File: src/rtl/irqarb_pkg.sv
package irqarb_pkg;

  localparam int NUM_CH  = 2;
  localparam int CFG_W   = 8;
  localparam int VEC_W   = 8;
  localparam int PEND_W  = 8;

  // configuration bit positions
  localparam int CFG_MASTER  = 0;
  localparam int CFG_TXEN    = 1;
  localparam int CFG_RXMODE0 = 3;

  // pending register bit positions
  localparam int PB_EXTB = 0;
  localparam int PB_TXB  = 1;
  localparam int PB_RXB  = 2;
  localparam int PB_EXTA = 3;
  localparam int PB_TXA  = 4;
  localparam int PB_RXA  = 5;

  // vector codes, low and high status placement
  localparam logic [VEC_W-1:0] VL_NONE = 8'h06;
  localparam logic [VEC_W-1:0] VL_RXA  = 8'h0C;
  localparam logic [VEC_W-1:0] VL_RXB  = 8'h04;
  localparam logic [VEC_W-1:0] VL_TXA  = 8'h08;
  localparam logic [VEC_W-1:0] VH_NONE = 8'h60;
  localparam logic [VEC_W-1:0] VH_RXA  = 8'h30;
  localparam logic [VEC_W-1:0] VH_RXB  = 8'h20;
  localparam logic [VEC_W-1:0] VH_TXA  = 8'h10;
  localparam logic [VEC_W-1:0] V_TXB   = 8'h00;

  typedef enum logic [1:0] {
    SRC_NONE = 2'd0,
    SRC_RX   = 2'd1,
    SRC_TX   = 2'd2
  } src_e;

  typedef struct packed {
    logic rx_pend;
    logic tx_pend;
    logic rx_svc;
    logic tx_svc;
  } chan_st_t;

  function automatic logic [VEC_W-1:0] vec_code(input src_e src,
                                                input logic is_b,
                                                input logic hi);
    logic [VEC_W-1:0] code;
    code = hi ? VH_NONE : VL_NONE;
    if (src == SRC_RX) begin
      if (is_b) code = hi ? VH_RXB : VL_RXB;
      else      code = hi ? VH_RXA : VL_RXA;
    end else if (src == SRC_TX) begin
      if (is_b) code = V_TXB;
      else      code = hi ? VH_TXA : VL_TXA;
    end
    return code;
  endfunction

endpackage

File: src/rtl/irqarb_stage.sv
module irqarb_stage
  import irqarb_pkg::*;
#(
  parameter int CH = 0
) (
  input  chan_st_t         st_in,
  input  logic [VEC_W-1:0] vec_in,
  input  logic             rx_set,
  input  logic             rx_clr,
  input  logic             tx_set,
  input  logic             tx_clr,
  input  logic             hi,
  output chan_st_t         st_out,
  output logic [VEC_W-1:0] vec_out
);

  localparam logic IS_B = (CH != 0);

  logic [VEC_W-1:0] c_none, c_rx, c_tx;
  chan_st_t         s;
  logic [VEC_W-1:0] v;

  assign c_none = vec_code(SRC_NONE, IS_B, hi);
  assign c_rx   = vec_code(SRC_RX,   IS_B, hi);
  assign c_tx   = vec_code(SRC_TX,   IS_B, hi);

  // ordered resolution: rx clear, tx clear, rx set, tx set
  always_comb begin
    s = st_in;
    v = vec_in;
    if (rx_clr) begin
      s.rx_pend = 1'b0;
      s.rx_svc  = 1'b0;
      v         = c_none;
      if (s.tx_pend && !s.rx_svc) begin
        s.tx_svc = 1'b1;
        v        = c_tx;
      end
    end
    if (tx_clr) begin
      s.tx_pend = 1'b0;
      s.tx_svc  = 1'b0;
      v         = c_none;
      if (s.rx_pend && !s.tx_svc) begin
        s.rx_svc = 1'b1;
        v        = c_rx;
      end
    end
    if (rx_set) begin
      s.rx_pend = 1'b1;
      if (!s.tx_svc) begin
        s.rx_svc = 1'b1;
        v        = c_rx;
      end
    end
    if (tx_set) begin
      s.tx_pend = 1'b1;
      if (!s.rx_svc) begin
        s.tx_svc = 1'b1;
        v        = c_tx;
      end
    end
  end

  assign st_out  = s;
  assign vec_out = v;

endmodule

File: src/rtl/irqarb_req.sv
module irqarb_req
  import irqarb_pkg::*;
(
  input  logic [CFG_W-1:0] cfg,
  input  chan_st_t         st,
  input  logic             brk_en,
  input  logic             brk_stat,
  output logic             req
);

  logic [1:0] rx_mode;
  logic       rx_mode_ok;
  logic       unused_cfg_bits;

  assign rx_mode    = cfg[CFG_RXMODE0 +: 2];
  assign rx_mode_ok = (rx_mode == 2'b01) || (rx_mode == 2'b10);

  assign req = cfg[CFG_MASTER] &&
               ((cfg[CFG_TXEN] && st.tx_pend) ||
                (rx_mode_ok && st.rx_pend) ||
                (brk_en && brk_stat));

  assign unused_cfg_bits = ^{cfg[CFG_W-1:CFG_RXMODE0+2], cfg[CFG_RXMODE0-1:CFG_TXEN+1],
                             st.rx_svc, st.tx_svc};

endmodule

File: src/rtl/irq_vector_arbiter.sv
module irq_vector_arbiter
  import irqarb_pkg::*;
(
  input  logic              clk,
  input  logic              rst_n,
  input  logic [NUM_CH-1:0] rx_set,
  input  logic [NUM_CH-1:0] rx_clr,
  input  logic [NUM_CH-1:0] tx_set,
  input  logic [NUM_CH-1:0] tx_clr,
  input  logic [CFG_W-1:0]  int_cfg_a,
  input  logic [CFG_W-1:0]  int_cfg_b,
  input  logic [NUM_CH-1:0] brk_en,
  input  logic [NUM_CH-1:0] brk_stat,
  input  logic              vec_hi,
  output logic              irq,
  output logic [PEND_W-1:0] pending,
  output logic [VEC_W-1:0]  vector
);

  chan_st_t         st_q   [NUM_CH];
  chan_st_t         st_d   [NUM_CH];
  logic [VEC_W-1:0] vec_q;
  logic [VEC_W-1:0] vec_chain [NUM_CH+1];
  logic [CFG_W-1:0] cfg    [NUM_CH];
  logic [NUM_CH-1:0] req;
  logic             any_evt;

  assign cfg[0]       = int_cfg_a;
  assign cfg[1]       = int_cfg_b;
  assign vec_chain[0] = vec_q;
  assign any_evt      = |{rx_set, rx_clr, tx_set, tx_clr};

  for (genvar g = 0; g < NUM_CH; g++) begin : g_ch
    irqarb_stage #(.CH(g)) i_stage (
      .st_in  (st_q[g]),
      .vec_in (vec_chain[g]),
      .rx_set (rx_set[g]),
      .rx_clr (rx_clr[g]),
      .tx_set (tx_set[g]),
      .tx_clr (tx_clr[g]),
      .hi     (vec_hi),
      .st_out (st_d[g]),
      .vec_out(vec_chain[g+1])
    );

    irqarb_req i_req (
      .cfg     (cfg[g]),
      .st      (st_q[g]),
      .brk_en  (brk_en[g]),
      .brk_stat(brk_stat[g]),
      .req     (req[g])
    );

    always_ff @(posedge clk or negedge rst_n) begin
      if (!rst_n) st_q[g] <= '0;
      else        st_q[g] <= st_d[g];
    end

    // a set pulse always leaves its source pending
    a_r9_set_leaves_pending: assert property (@(posedge clk) disable iff (!rst_n)
      rx_set[g] |=> st_q[g].rx_pend);

    // a clear without a set removes the source
    a_r8_clear_drops: assert property (@(posedge clk) disable iff (!rst_n)
      (tx_clr[g] && !tx_set[g]) |=> !st_q[g].tx_pend);

    // at most one source of a channel is in service
    a_r6_svc_exclusive: assert property (@(posedge clk) disable iff (!rst_n)
      !(st_q[g].rx_svc && st_q[g].tx_svc));

    // receive set alone cannot steal the vector from transmit in service
    a_r6_rx_no_steal: assert property (@(posedge clk) disable iff (!rst_n)
      (st_q[g].tx_svc && rx_set == NUM_CH'(1 << g) && rx_clr == '0 &&
       tx_set == '0 && tx_clr == '0) |=> $stable(vec_q));
  end

  always_ff @(posedge clk or negedge rst_n) begin
    if (!rst_n) vec_q <= VL_NONE;
    else        vec_q <= vec_chain[NUM_CH];
  end

  always_comb begin
    pending          = '0;
    pending[PB_RXA]  = st_q[0].rx_pend;
    pending[PB_TXA]  = st_q[0].tx_pend;
    pending[PB_RXB]  = st_q[1].rx_pend;
    pending[PB_TXB]  = st_q[1].tx_pend;
    pending[PB_EXTA] = 1'b0;
    pending[PB_EXTB] = 1'b0;
  end

  assign irq    = |req;
  assign vector = vec_q;

  // without events the vector holds
  a_r12_vector_holds: assert property (@(posedge clk) disable iff (!rst_n)
    !any_evt |=> $stable(vector));

  // no master enable anywhere, no request
  a_r2_irq_needs_master: assert property (@(posedge clk) disable iff (!rst_n)
    (!int_cfg_a[CFG_MASTER] && !int_cfg_b[CFG_MASTER]) |-> !irq);

endmodule

File: config.mk
export PLATFORM = sky130hd
export DESIGN_NAME = irq_vector_arbiter
export DESIGN_NICKNAME = d
export VERILOG_FILES = /design/src/rtl/irqarb_pkg.sv /design/src/rtl/irqarb_stage.sv /design/src/rtl/irqarb_req.sv /design/src/rtl/irq_vector_arbiter.sv
export SDC_FILE = /design/constraint.sdc
export NUM_CORES = 1
export LEC_CHECK = 0
export BUFFER_PORTS_ARGS = -buffer_cell sky130_fd_sc_hd__buf_2
export CORE_MARGIN = 2
export CORE_UTILIZATION = 42
export CTS_CLUSTER_SIZE = 14
export DETAILED_ROUTE_END_ITERATION = 10
export PLACE_DENSITY = 0.87
export SKIP_LAST_GASP = 1
export SLEW_MARGIN = 20
export SYNTH_ARGS = -nofsm -noshare
export SYNTH_HDL_FRONTEND = slang
export SYNTH_SLANG_ARGS = --single-unit
export TNS_END_PERCENT = 5
File: constraint.sdc
create_clock -name clk -period 1.45 [get_ports clk]
set_clock_uncertainty 0.2 [all_clocks]
set_input_delay 0.2175 -clock clk [delete_from_list [all_inputs] [get_ports clk]]
set_output_delay 0.2175 -clock clk [all_outputs]
set_load 0.005 [all_outputs]
After elaboration in Yosys (flattened, before gate mapping)
Cells that the tools add are included.
{"block": "op_classes", "add_sub_neg": 0, "n_bitwise": 0, "n_reduce_logical": 17, "div_mod_pow": 0, "mux": 42, "order_cmp": 0, "mul": 0, "n_shift": 0, "eq_ne": 4}
{"operator": "2-to-1 mux 8 bit", "n": 16}
{"operator": "2-to-1 mux 1 bit", "n": 18}
{"operator": "2-to-1 mux 6 bit", "n": 2}
{"operator": "logical AND 1 bit", "n": 8}
{"operator": "2-to-1 mux 7 bit", "n": 1}
{"operator": "logical OR 1 bit", "n": 6}
{"operator": "2-to-1 mux 3 bit", "n": 2}
{"operator": "2-to-1 mux 5 bit", "n": 1}
{"operator": "== test 2 x 1 -> 1 bit (second input constant)", "n": 2}
{"operator": "== test 2 bit (second input constant)", "n": 2}
{"operator": "2-to-1 mux 2 bit", "n": 2}
{"operator": "nonzero test 2 bit", "n": 2}
{"operator": "OR reduction 2 bit", "n": 1}
{"block": "word_totals", "regBits": 16, "elab_cells": 72, "out_inout_bits": 17, "latchBits": 0, "n_memories": 0, "ramBits": 0, "rom_bits": 0}

Logic depth before layout (Yosys ltp)
Gate-level depths: netlist (run 1).
{"block": "logic_depth", "depth_word": 14, "mapped_depth": 6, "mapped_depth_nobuf": 5}

Hierarchy
A second synthesis (run 1) with hierarchy kept.
{"block": "unflattened", "hier_cells": 123, "hier_area_um2": 1108.6}
{"mod": "irq_vector_arbiter", "area_per_inst_um2": 533.0, "cells_each": 34, "instances": 1}
{"mod": "irqarb_stage (g_ch[0].i_stage)", "area_per_inst_um2": 285.3, "cells_each": 45, "instances": 1}
{"mod": "irqarb_stage (g_ch[1].i_stage)", "area_per_inst_um2": 207.7, "cells_each": 34, "instances": 1}
{"mod": "irqarb_req", "area_per_inst_um2": 41.3, "cells_each": 5, "instances": 2}

Worst setup path before layout (run 1)
No wires, ideal clock.
{"block": "synth_path", "path_kind": "register to register", "start": "register st_q (netlist bit pending[4])", "end": "register vec_q[6], in the netlist vector[6]", "required_time_ps": 1156, "n_path_buf": 0, "synth_period_minus_slack_ps": 1597, "path_slack_ps": -147, "stages_incl_launch_ff": 6, "arrival_ps": 1303, "cell_sequence": "dfrtp_1 nand2b_1 a22o_2 a22oi_1 or3_1 a221oi_2"}
{"block": "synth_via", "elab_chain_len": 13}
{"item": "from (decl)", "line_no": "irq_vector_arbiter.sv:20", "rtl": "chan_st_t st_q [NUM_CH];"}
{"item": "from (signal, indexed assignment)", "line_no": "irq_vector_arbiter.sv:56", "rtl": "else st_q[g] <= st_d[g];"}
{"item": "2-to-1 mux 8 bit or 2-to-1 mux 1 bit (tied branches)", "line_no": "irqarb_stage.sv:35", "rtl": "if (s.tx_pend && !s.rx_svc) begin"}
{"item": "2-to-1 mux 8 bit or 2-to-1 mux 2 bit (tied branches)", "line_no": "irqarb_stage.sv:31", "rtl": "if (rx_clr) begin"}
{"item": "2-to-1 mux 8 bit or 2-to-1 mux 3 bit (tied branches)", "line_no": "irqarb_stage.sv:40", "rtl": "if (tx_clr) begin"}
{"item": "2-to-1 mux 8 bit or 2-to-1 mux 1 bit (tied branches)", "line_no": "irqarb_stage.sv:51", "rtl": "if (!s.tx_svc) begin"}
{"item": "2-to-1 mux 8 bit or 2-to-1 mux 1 bit (tied branches)", "line_no": "irqarb_stage.sv:49", "rtl": "if (rx_set) begin"}
{"item": "2-to-1 mux 8 bit", "line_no": "irqarb_stage.sv:58", "rtl": "if (!s.rx_svc) begin"}
{"item": "2-to-1 mux 8 bit *", "line_no": "irqarb_stage.sv:56", "rtl": "if (tx_set) begin"}
{"item": "2-to-1 mux 8 bit *", "line_no": "irqarb_stage.sv:31"}
{"item": "2-to-1 mux 8 bit *", "line_no": "irqarb_stage.sv:40"}
{"item": "2-to-1 mux 8 bit", "line_no": "irqarb_stage.sv:51"}
{"item": "2-to-1 mux 8 bit *", "line_no": "irqarb_stage.sv:49"}
{"item": "2-to-1 mux 8 bit", "line_no": "irqarb_stage.sv:58"}
{"item": "2-to-1 mux 8 bit *", "line_no": "irqarb_stage.sv:56"}
{"item": "via g_ch[1].i_stage.vec_out[6]", "line_no": "irqarb_stage.sv:14", "rtl": "output logic [VEC_W-1:0] vec_out"}
{"item": "to (signal assigned)", "line_no": "irq_vector_arbiter.sv:79", "rtl": "else vec_q <= vec_chain[NUM_CH];"}
{"item": "to (decl)", "line_no": "irq_vector_arbiter.sv:22", "rtl": "logic [VEC_W-1:0] vec_q;"}
Mark *: on every way through the listed nets, which the timed path passes. The rest lies on a longest branch. The select of a mux whose other input is x is not followed.
A chain may end at the register's enable or synchronous reset.

Worst setup path in the final report (run 1)
{"block": "layout_path", "start": "register st_q (netlist bit pending[4])", "end": "output irq"}
{"block": "layout_via", "elab_chain_len": 5}
{"item": "logical AND 1 bit", "line_no": "irqarb_req.sv:19", "rtl": "((cfg[CFG_TXEN] && st.tx_pend) ||"}
{"item": "logical OR 1 bit", "line_no": "irqarb_req.sv:19"}
{"item": "logical OR 1 bit", "line_no": "irqarb_req.sv:20", "rtl": "(rx_mode_ok && st.rx_pend) ||"}
{"item": "logical AND 1 bit", "line_no": "irqarb_req.sv:18", "rtl": "assign req = cfg[CFG_MASTER] &&"}
{"item": "OR reduction 2 bit", "line_no": "irq_vector_arbiter.sv:92", "rtl": "assign irq = |req;"}
{"item": "to (decl)", "line_no": "irq_vector_arbiter.sv:15", "rtl": "output logic irq,"}
Every way passes these cells.

==> out/summary.txt, run 1 <==
Synthesis Warnings = 0
First-pass iteration count of the detailed router = 4
Kind of path behind the tightest hold check = input port to flip-flop
DR iter-0 viols = 22
Arrival time of the worst setup path = 1380 ps
Clock latency on the worst-skew pair = 290 ps
Mean post-synth cell area = 8.82 sq um
Clock root buffer = sky130_fd_sc_hd__clkbuf_4
Final-report hold violation count = 0
Logic pwr share = 29.6%
Final-report setup violation count = 11
Worst R2R Setup Slack = -320 ps
Top_reg_cell synth = sky130_fd_sc_hd__dfrtp_1
Layout Cells excl Fill = 203
GRT Residual Overflow = 0
GP Congestion = 0.884
Part of the power in registers = 47.2%
HPWL reported at the end of detailed placement = 2.03 mm
Number of antenna violations at the first check in global routing = 0
Top cells by count, synth = sky130_fd_sc_hd__dfrtp_1, sky130_fd_sc_hd__o21ai_0, sky130_fd_sc_hd__a21oi_1
Area leader, netlist = sky130_fd_sc_hd__dfrtp_1
Number of max-capacitance violations reported = 0
Max-slew violation count = 0
Ratio of cells with drive above 1 in the final layout = 39.3%
Worst Path Class, Setup = flip-flop to primary output
Portion of the clock cycle consumed by the worst path in the final layout = 124%
Fillers = 211
Final Net Count = 205
Share of synthesized area occupied by flip-flops and latches = 38.1%
PwrDens = 761 mW/mm^2
Setup WS pre-CTS = -198 ps
Horizontal extent of the die = 54.2 um
Detailed route wirelength on metal2 = 1.32 mm
Row cnt = 18
Clock buffer depth = 2
Effective utilization at floorplan = 43.5%
Cell chain of the critical path = buf_4 > a222oi_1 > o22ai_1 > buf_2
Reported net switching power = 320 uW
DR WL met3 = 110 um
Final Worst Setup Slack = -347 ps
Drt via density = 5.25
Inserted Clock Buffers = 3
Violated checks = negative setup slack
Synth top area cells = sky130_fd_sc_hd__dfrtp_1, sky130_fd_sc_hd__buf_4, sky130_fd_sc_hd__nand2b_1
IO Port Bufs = 35
RSZ-0062 raised after global routing = true
Netlist cell types = 38
# H-tree levels = 1
Die footprint = 0.00294 sq mm
Critical path peak fanout = 2
Worst ir drop on vdd = 479 uV
Area of the core = 0.00243 sq mm
Detailed-route via count = 1066
Proportion of synthesized flip-flops having asynchronous set or reset = 100%
Die Y-Extent = 54.2 um
Global Route Usage Sum = 19.9%
IO Count = 48
Vias in the first global route = 1083
Proportion of netlist area held by the largest area contributor = 33.1%
Post-Route WL = 2.59 mm
Upper clock frequency limit = 0.557 GHz
Total internal power = 747 uW
Number of sinks on the clock net = 16
Global-route wire length before repair = 4.26 mm
Crit-path slowest cell = sky130_fd_sc_hd__dfrtp_1
Area grow syn2layout = 32.5%
Run status = finished, violations left
Min Tclk post-route = 1800 ps
Max incr delay on CP = 400 ps
Antenna diode instance count = 0
Top-count cell post-synth = sky130_fd_sc_hd__dfrtp_1
Number of synthesized register bits = 16
P_leak = 0.000714 uW
Count of flip-flops with a built-in enable after synthesis = 0
Cell area after synthesis = 0.00106 sq mm
Post-route DRC violation count = 0
Kind of end point of the critical path = primary output
Pin count of the biggest net entering global routing = 17
TritonCTS clock tree = built
Required time of the critical path = 1030 ps
Uppermost metal layer occupied by signal nets = met4
Share of total power in the clock network = 23.3%
Fraction of power spent switching nets = 30.0%
Gate count after technology mapping = 120
Category of the worst setup path launch point = flip-flop
Clock transition at the registers of the reported paths = 100 ps
Metal1 wirelength = 1.13 mm
Detail Route Antenna Nets = 0
Routed wirelength normalized by instance count = 12.8 um
Number of placed cells counting well taps = 192
==> registers in the layout, indices dropped and copies added, names as in the netlist <==
register  cells
vector        8
pending       4
st_q          4
==> cells in the final DEF, fill, tap and decap left out, drive strengths merged, types with 3 or more instances in the layout <==
cell type,netlist,final
buf,12,53
dfrtp,14,14
conb,1,4
or2,3,3
nand2b,10,10
clkbuf,0,4
a21oi,12,12
dlygate4sd3,0,5
o21ai,14,14
inv,9,9
and2,3,3
nand2,10,10
==> final cells by class <==
class                      count  area (sq um)  area share (%)
timing repair buffer          58           364            26.0
inverter                       9          33.8            2.41
clock buffer                   4          26.3            1.87
multi-input combinational     86           538            38.4
sequential                    16           403            28.7
tap                           30          37.5            2.68
==> repair_timing <==
action	4_1_cts	5_1_grt
endpoints found under the setup margin	8	11
gates resized for setup	0	1
hold buffers	5	0
buffers inserted	2	0
endpoints found under the hold margin	20	0
pin swaps	0	2
==> power by group through the flow <==
stage	clock (uW)	combinational, uW	sequential [uW]
detailed placement	0	293	514
floorplan	0	176	512
CTS	254	312	503
global route	279	349	509
finish	249	315	503
global placement	0	282	512
==> stage by stage <==
stage                     power (uW)  TNS (ps)  instance area (sq um)  hold slack, ps  util [%]
after floorplan                  688      -224                   1070            -278         -
after global routing            1140     -3120                   1400            46.8      57.7
final                           1070     -2030                   1400            47.8      57.7
after CTS                       1070     -1870                   1400            30.1      57.5
after detailed placement         807      -995                   1310           -50.1      53.8
after global placement           795      -671                   1310           -58.7      53.8
==> final timing paths <==
check	from	end	cells past startpoint
worst min register to register	vector[0]$_DFF_PN0_	vector[0]$_DFF_PN0_	1
worst max-delay path	pending[4]$_DFFE_PN0P_	irq	4
worst max register to register	pending[4]$_DFFE_PN0P_	vector[6]$_DFF_PN0_	6
min in group asynchronous	rst_n	pending[5]$_DFF_PN0_	2
max in group asynchronous	rst_n	vector[1]$_DFF_PN1_	2
worst min-delay path	tx_clr[1]	vector[6]$_DFF_PN0_	2
==> cell families after synthesis <==
kind of cell,share of synthesized area [%]
muxes,1.89
DFF,38.1
and+or+nand+nor,19.6
other,0.354
buffers and inverters,12.2
xor gates and xnor gates,1.66
AOI/OAI and AO/OA,26.2
==> critical path, delay by kind of cell, from the launching register on <==
family | cells | cell delay (ps)
compound gates | 2 | 420
buf+inv | 2 | 280
flops | 1 | 400
==> routing by layer <==
metal	global-route usage [%]	vias up
li1	-	515
met1	21.2	520
met2	37.8	27
met3	6.11	4
met4	4.58	0
met5	0	-
(Power assumes the default switching activity.)
==> run 2, diff against run 1 <==
Settings changed: SETUP_SLACK_MARGIN set to 0.4.
==> out/summary.txt, run 2 (synthesis results as in run 1) <==
Post-route DRC violation count = 0 (unchanged)
Row cnt = 18 (unchanged)
Upper clock frequency limit = 0.557 GHz (about the same)
Drt via density = 5.36 (was 5.25)
Critical path peak fanout = 2 (unchanged)
Worst Path Class, Setup = flip-flop to primary output (unchanged)
Effective utilization at floorplan = 43.5% (unchanged)
Ratio of cells with drive above 1 in the final layout = 39.8% (was 39.3%)
Crit-path slowest cell = sky130_fd_sc_hd__dfrtp_1 (unchanged)
Min Tclk post-route = 1790 ps (was 1800 ps)
Violated checks = negative hold slack, negative setup slack (was negative setup slack)
# H-tree levels = 1 (unchanged)
Final-report hold violation count = 2 (was 0)
TritonCTS clock tree = built (unchanged)
Pin count of the biggest net entering global routing = 17 (unchanged)
First element of the critical path = pending[4]$_DFFE_PN0P_ (unchanged)
GRT Residual Overflow = 0 (unchanged)
Final Worst Setup Slack = -345 ps (was -347 ps)
Reg-to-reg critical path endpoint = vector[6]$_DFF_PN0_ (unchanged)
Last element of the critical path = irq (unchanged)
Post-Route WL = 2.57 mm (was 2.59 mm)
Leading cell type in the layout, fill and taps excluded = sky130_fd_sc_hd__buf_2 (unchanged)
Portion of the clock cycle consumed by the worst path in the final layout = 124% (about the same)
Horizontal extent of the die = 54.2 um (unchanged)
Area of all placed cells without fillers = 0.00138 sq mm (was 0.00140 sq mm)
Clock root buffer = sky130_fd_sc_hd__clkbuf_4 (unchanged)
Category of the worst setup path launch point = flip-flop (unchanged)
Number of antenna violations at the first check in global routing = 0 (unchanged)
Inserted Clock Buffers = 3 (unchanged)
PwrDens = 770 mW/mm^2 (was 761 mW/mm^2)
RSZ-0062 raised after global routing = true (unchanged)
Final Net Count = 203 (was 205)
Number of sinks on the clock net = 16 (unchanged)
Final-report setup violation count = 11 (unchanged)
Worst R2R Setup Slack = -310 ps (was -320 ps)
Area of the core = 0.00243 sq mm (unchanged)
HPWL reported at the end of detailed placement = 2.03 mm (unchanged)
Global-route wire length before repair = 4.22 mm (was 4.26 mm)
Max-slew violation count = 0 (unchanged)
DR iter-0 viols = 32 (was 22)
Detailed-route via count = 1078 (was 1066)
Post-placement cell area = 0.00131 sq mm (unchanged)
Die Y-Extent = 54.2 um (unchanged)
Worst ir drop on vdd = 480 uV (was 479 uV)
Max incr delay on CP = 390 ps (was 400 ps)
Vias in the first global route = 1078 (was 1083)
Commonest non-fill, non-tap cells in the layout = sky130_fd_sc_hd__buf_2, sky130_fd_sc_hd__buf_4, sky130_fd_sc_hd__dfrtp_1, sky130_fd_sc_hd__o21ai_0, sky130_fd_sc_hd__a21oi_1 (unchanged)
GP Congestion = 0.884 (unchanged)
First-pass iteration count of the detailed router = 4 (unchanged)
Clock transition at the registers of the reported paths = 100 ps (about the same)
Fillers = 211 (unchanged)
Run status = finished, violations left (unchanged)
Global Route Usage Sum = 19.8% (was 19.9%)
Arrival time of the worst setup path = 1380 ps (about the same)
IO Port Bufs = 35 (unchanged)
Kind of path behind the tightest hold check = input port to flip-flop (unchanged)
Post-Route Hold Slack = -46.5 ps (was 47.8 ps)
Required time of the critical path = 1030 ps (about the same)
IO Count = 48 (unchanged)
Cell chain of the critical path = buf_4 > a222oi_1 > o22ai_1 > buf_2 (unchanged)
Flip-flop count of the largest register after layout = 8 (unchanged)
Clock buffer depth = 2 (unchanged)
Detail Route Antenna Nets = 0 (unchanged)
Routed wirelength normalized by instance count = 12.8 um (about the same)
Die footprint = 0.00294 sq mm (unchanged)
P_leak = 0.000705 uW (was 0.000714 uW)
Kind of end point of the critical path = primary output (unchanged)
Number of max-capacitance violations reported = 0 (unchanged)
Clock latency on the worst-skew pair = 290 ps (about the same)
Startpoint of the worst register-to-register path = pending[4]$_DFFE_PN0P_ (unchanged)
CTS Hold Bufs = 3 (was 5)
Setup WS pre-CTS = -198 ps (unchanged)
Antenna diode instance count = 0 (unchanged)
Worst r2r path cells = 6 (unchanged)
Area grow syn2layout = 30.6% (was 32.5%)
[run 2: cell count changes in the layout (fill, tap and decap cells not counted), sizes merged]
cell / previous run / this run
dlygate4sd3: 5 / 3
[run 2: routing by layer]
layer  wire length, um  part of all wire (%)  GRT usage (%)  up-vias
met5                 0                     0              0        -
met4                28                   1.1           4.58        0
met3               175                   6.8           6.11        4
met2              1320                    51           37.8       40
met1              1050                    41           20.7      522
li1                  -                     -              -      512
[run 2: report_power, final]
part | internal [uW] | total, uW | switching [uW]
combinational | 154 | 311 | 157
clock | 107 | 250 | 143
sequential | 483 | 503 | 19.6
total | 744 | 1060 | 320
[run 2: cell type report]
| class | count | area, sq um | share of cell area, % |
|---|---|---|---|
| Sequential cell | 16 | 403 | 29.1 |
| Clock buffer | 4 | 26.3 | 1.90 |
| Inverter | 9 | 33.8 | 2.44 |
| Multi-Input combinational cell | 86 | 538 | 38.9 |
| Tap cell | 30 | 37.5 | 2.71 |
| Timing Repair Buffer | 56 | 344 | 24.9 |
[run 2: per-stage QoR]
stage | std cells | setup TNS, ps | utilization (%) | total power (uW)
final | 201 | -1970 | 56.8 | 1060
after CTS | 201 | -1870 | 56.7 | 1060
after detailed placement | 192 | -995 | 53.8 | 807
after floorplan | 123 | -224 | - | 688
after global routing | 201 | -3110 | 56.8 | 1130
after global placement | 192 | -671 | 53.8 | 795
[run 2: what timing repair did]
item,4_1_cts,5_1_grt
cloned,0,0
pin swaps,0,2
endpoints found under the hold margin,20,2
resized for setup,0,1
setup endpoints to repair,27,28
setup buffers,2,0
[run 2: worst min path at each step]
| stage | depth (start not counted) | end | from |
|---|---|---|---|
| after global placement | 1 | st_q[5]$_DFF_PN0_ | rst_n |
| after global routing | 2 | pending[1]$_DFFE_PN0P_ | tx_set[1] |
| after detailed placement | 1 | st_q[5]$_DFF_PN0_ | rst_n |
| after floorplan | 0 | pending[1]$_DFFE_PN0P_ | rst_n |
| after CTS | 2 | pending[1]$_DFFE_PN0P_ | tx_set[1] |
| final | 2 | pending[1]$_DFFE_PN0P_ | tx_set[1] |
[run 2: critical path, delay by kind of cell, from the launching register on]
kind / cells / cell delay (ps)
buf+inv: 2 / 270
flops: 1 / 390
compound gates: 2 / 410
==> run 3, diff against run 2 <==
Settings changed: CORE_UTILIZATION 42 to 25, PLACE_DENSITY 0.87 to 0.61.
Clock period 1.45 ns to 1.51 ns, I/O delays scaled along.
==> out/summary.txt, run 3 (synthesis results as in run 1) <==
Run status = finished, violations left (unchanged)
Violated checks = negative hold slack, negative setup slack (unchanged)
Number of antenna violations at the first check in global routing = 0 (unchanged)
Reported net switching power = 338 uW (was 320 uW)
GRT Residual Overflow = 0 (unchanged)
Drt via density = 4.72 (was 5.36)
Flip-flop count of the largest register after layout = 8 (unchanged)
Detailed-route via count = 1047 (was 1078)
Final Worst Setup Slack = -261 ps (was -345 ps)
Fraction of power spent switching nets = 28.5% (was 30.1%)
Arrival time of the worst setup path = 1340 ps (was 1380 ps)
Portion of the clock cycle consumed by the worst path in the final layout = 117%
Effective utilization at floorplan = 26.3% (was 43.5%)
Number of buffers and inverters on the critical path = 2 (unchanged)
Commonest non-fill, non-tap cells in the layout = sky130_fd_sc_hd__buf_2, sky130_fd_sc_hd__buf_4, sky130_fd_sc_hd__dfrtp_1, sky130_fd_sc_hd__o21ai_0, sky130_fd_sc_hd__a21oi_1 (unchanged)
# H-tree levels = 1 (unchanged)
Routed wirelength normalized by instance count = 12.3 um (was 12.8 um)
Number of max-capacitance violations reported = 0 (unchanged)
Overall power of the completed layout = 1190 uW (was 1060 uW)
Category of the worst setup path launch point = flip-flop (unchanged)
Total internal power = 849 uW (was 744 uW)
Final-report hold violation count = 1 (was 2)
Row cnt = 23 (was 18)
Area grow syn2layout = 35.9% (was 30.6%)
Kind of end point of the critical path = primary output (unchanged)
PwrDens = 825 mW/mm^2 (was 770 mW/mm^2)
Leading cell type in the layout, fill and taps excluded = sky130_fd_sc_hd__buf_2 (unchanged)
Post-route DRC violation count = 0 (unchanged)
Crit-path slowest cell = sky130_fd_sc_hd__dfrtp_1 (unchanged)
RSZ-0062 raised after global routing = true (unchanged)
DR iter-0 viols = 58 (was 32)
Clock transition at the registers of the reported paths = 70 ps (was 100 ps)
Share of total power in the clock network = 33.6% (was 23.5%)
Pin count of the biggest net entering global routing = 17 (unchanged)
Detail Route Antenna Nets = 0 (unchanged)
Antenna diode instance count = 0 (unchanged)
Upper clock frequency limit = 0.565 GHz
Category of cells accounting for the largest share of critical-path delay = compound AO/OA/AOI/OAI gates (unchanged)
Worst ir drop on vdd = 240 uV (was 480 uV)
Post-Route Hold Slack = -10.7 ps (was -46.5 ps)
HPWL reported at the end of detailed placement = 2.08 mm (was 2.03 mm)
Fraction of the core area covered by cells at the end of the flow = 35.7% (was 56.8%)
Die footprint = 0.00477 sq mm (was 0.00294 sq mm)
Clock root buffer = sky130_fd_sc_hd__clkbuf_8 (was sky130_fd_sc_hd__clkbuf_4)
Layout Cells excl Fill = 222 (was 201)
Horizontal extent of the die = 69.1 um (was 54.2 um)
Inserted Clock Buffers = 3 (unchanged)
Fillers = 432 (was 211)
Die Y-Extent = 69.1 um (was 54.2 um)
Clock buffer depth = 2 (unchanged)
Ratio of cells with drive above 1 in the final layout = 41.9% (was 39.8%)
Critical path peak fanout = 2 (unchanged)
Final Net Count = 204 (was 203)
Part of the power in registers = 40.8% (was 47.3%)
Kind of path behind the tightest hold check = input port to flip-flop (unchanged)
Clock latency on the worst-skew pair = 260 ps (was 290 ps)
P_leak = 0.000725 uW (was 0.000705 uW)
GP Congestion = 0.801 (was 0.884)
Post-Route WL = 2.72 mm (was 2.57 mm)
Logic pwr share = 25.6% (was 29.2%)
Min Tclk post-route = 1770 ps
Cell chain of the critical path = buf_6 > a222oi_1 > o22ai_1 > buf_2 (was buf_4 > a222oi_1 > o22ai_1 > buf_2)
Number of sinks on the clock net = 16 (unchanged)
IO Count = 48 (unchanged)
Max-slew violation count = 0 (unchanged)
Max incr delay on CP = 400 ps (was 390 ps)
Number of placed cells counting well taps = 214 (was 192)
Final-report setup violation count = 10 (was 11)
First-pass iteration count of the detailed router = 4 (unchanged)
Area of the core = 0.00403 sq mm (was 0.00243 sq mm)
TritonCTS clock tree = built (unchanged)
Global-route wire length before repair = 4.66 mm (was 4.22 mm)
IO Port Bufs = 35 (unchanged)
Global Route Usage Sum = 12.0% (was 19.8%)
Required time of the critical path = 1080 ps (was 1030 ps)
Vias in the first global route = 1028 (was 1078)
Worst Path Class, Setup = flip-flop to primary output (unchanged)
run 3: layout make-up:
cell class	instances	area [sq um]	area share, %
repair buffers	57	347	24.1
multi-input cells	86	538	37.4
inverters	9	33.8	2.35
well taps	50	62.6	4.35
flip-flops and latches	16	403	28.0
clock buffers	4	55.1	3.83
run 3: path summary, 6_finish.rpt:
| check | startpoint | end | slack (ps) | cells after the start |
|---|---|---|---|---|
| worst max-delay path | pending[1]$_DFFE_PN0P_ | irq | -260 | 4 |
| worst min-delay path | tx_set[1] | pending[1]$_DFFE_PN0P_ | -10 | 2 |
| worst max register to register | pending[4]$_DFFE_PN0P_ | vector[6]$_DFF_PN0_ | -210 | 6 |
| worst min register to register | vector[7]$_DFF_PN0_ | vector[7]$_DFF_PN0_ | 290 | 1 |
| max in group asynchronous | rst_n | vector[2]$_DFF_PN1_ | 590 | 2 |
| min in group asynchronous | rst_n | st_q[1]$_DFF_PN0_ | 210 | 2 |
run 3: routing by layer:
metal | GRT usage (%) | part of all wire (%) | vias to the layer above
met5 | 0 | 0 | -
met4 | 5.88 | 2.2 | 0
met3 | 2.34 | 6.2 | 5
met2 | 19.3 | 45 | 37
met1 | 15.4 | 46 | 487
li1 | - | - | 518
run 3: power by group through the flow:
stage,Combinational (uW),Sequential (uW),Clock (uW)
5_1_grt,340,489,423
4_1_cts,306,484,405
3_3_place_gp,290,494,0
3_5_place_dp,290,494,0
2_1_floorplan,169,492,0
6_report,304,484,399
run 3: per-stage QoR:
stage          instance area [sq um]  hold WS [ps]  TNS (ps)  worst slack (ps)
5_1_grt                         1440          7.74     -2440              -345
3_3_place_gp                    1350         -35.9      -444              -114
6_report                        1440         -10.7     -1290              -261
3_5_place_dp                    1350         -28.9      -446              -146
2_1_floorplan                   1070          -269     -87.0             -87.0
4_1_cts                         1440         -4.55     -1330              -301
run 3: repair_timing:
item,in CTS,in global routing
hold endpoints to repair,17,0
hold buffers,1,0
endpoints found under the setup margin,27,28
buffers inserted,3,0
resized for setup,1,0
pin swaps,2,1
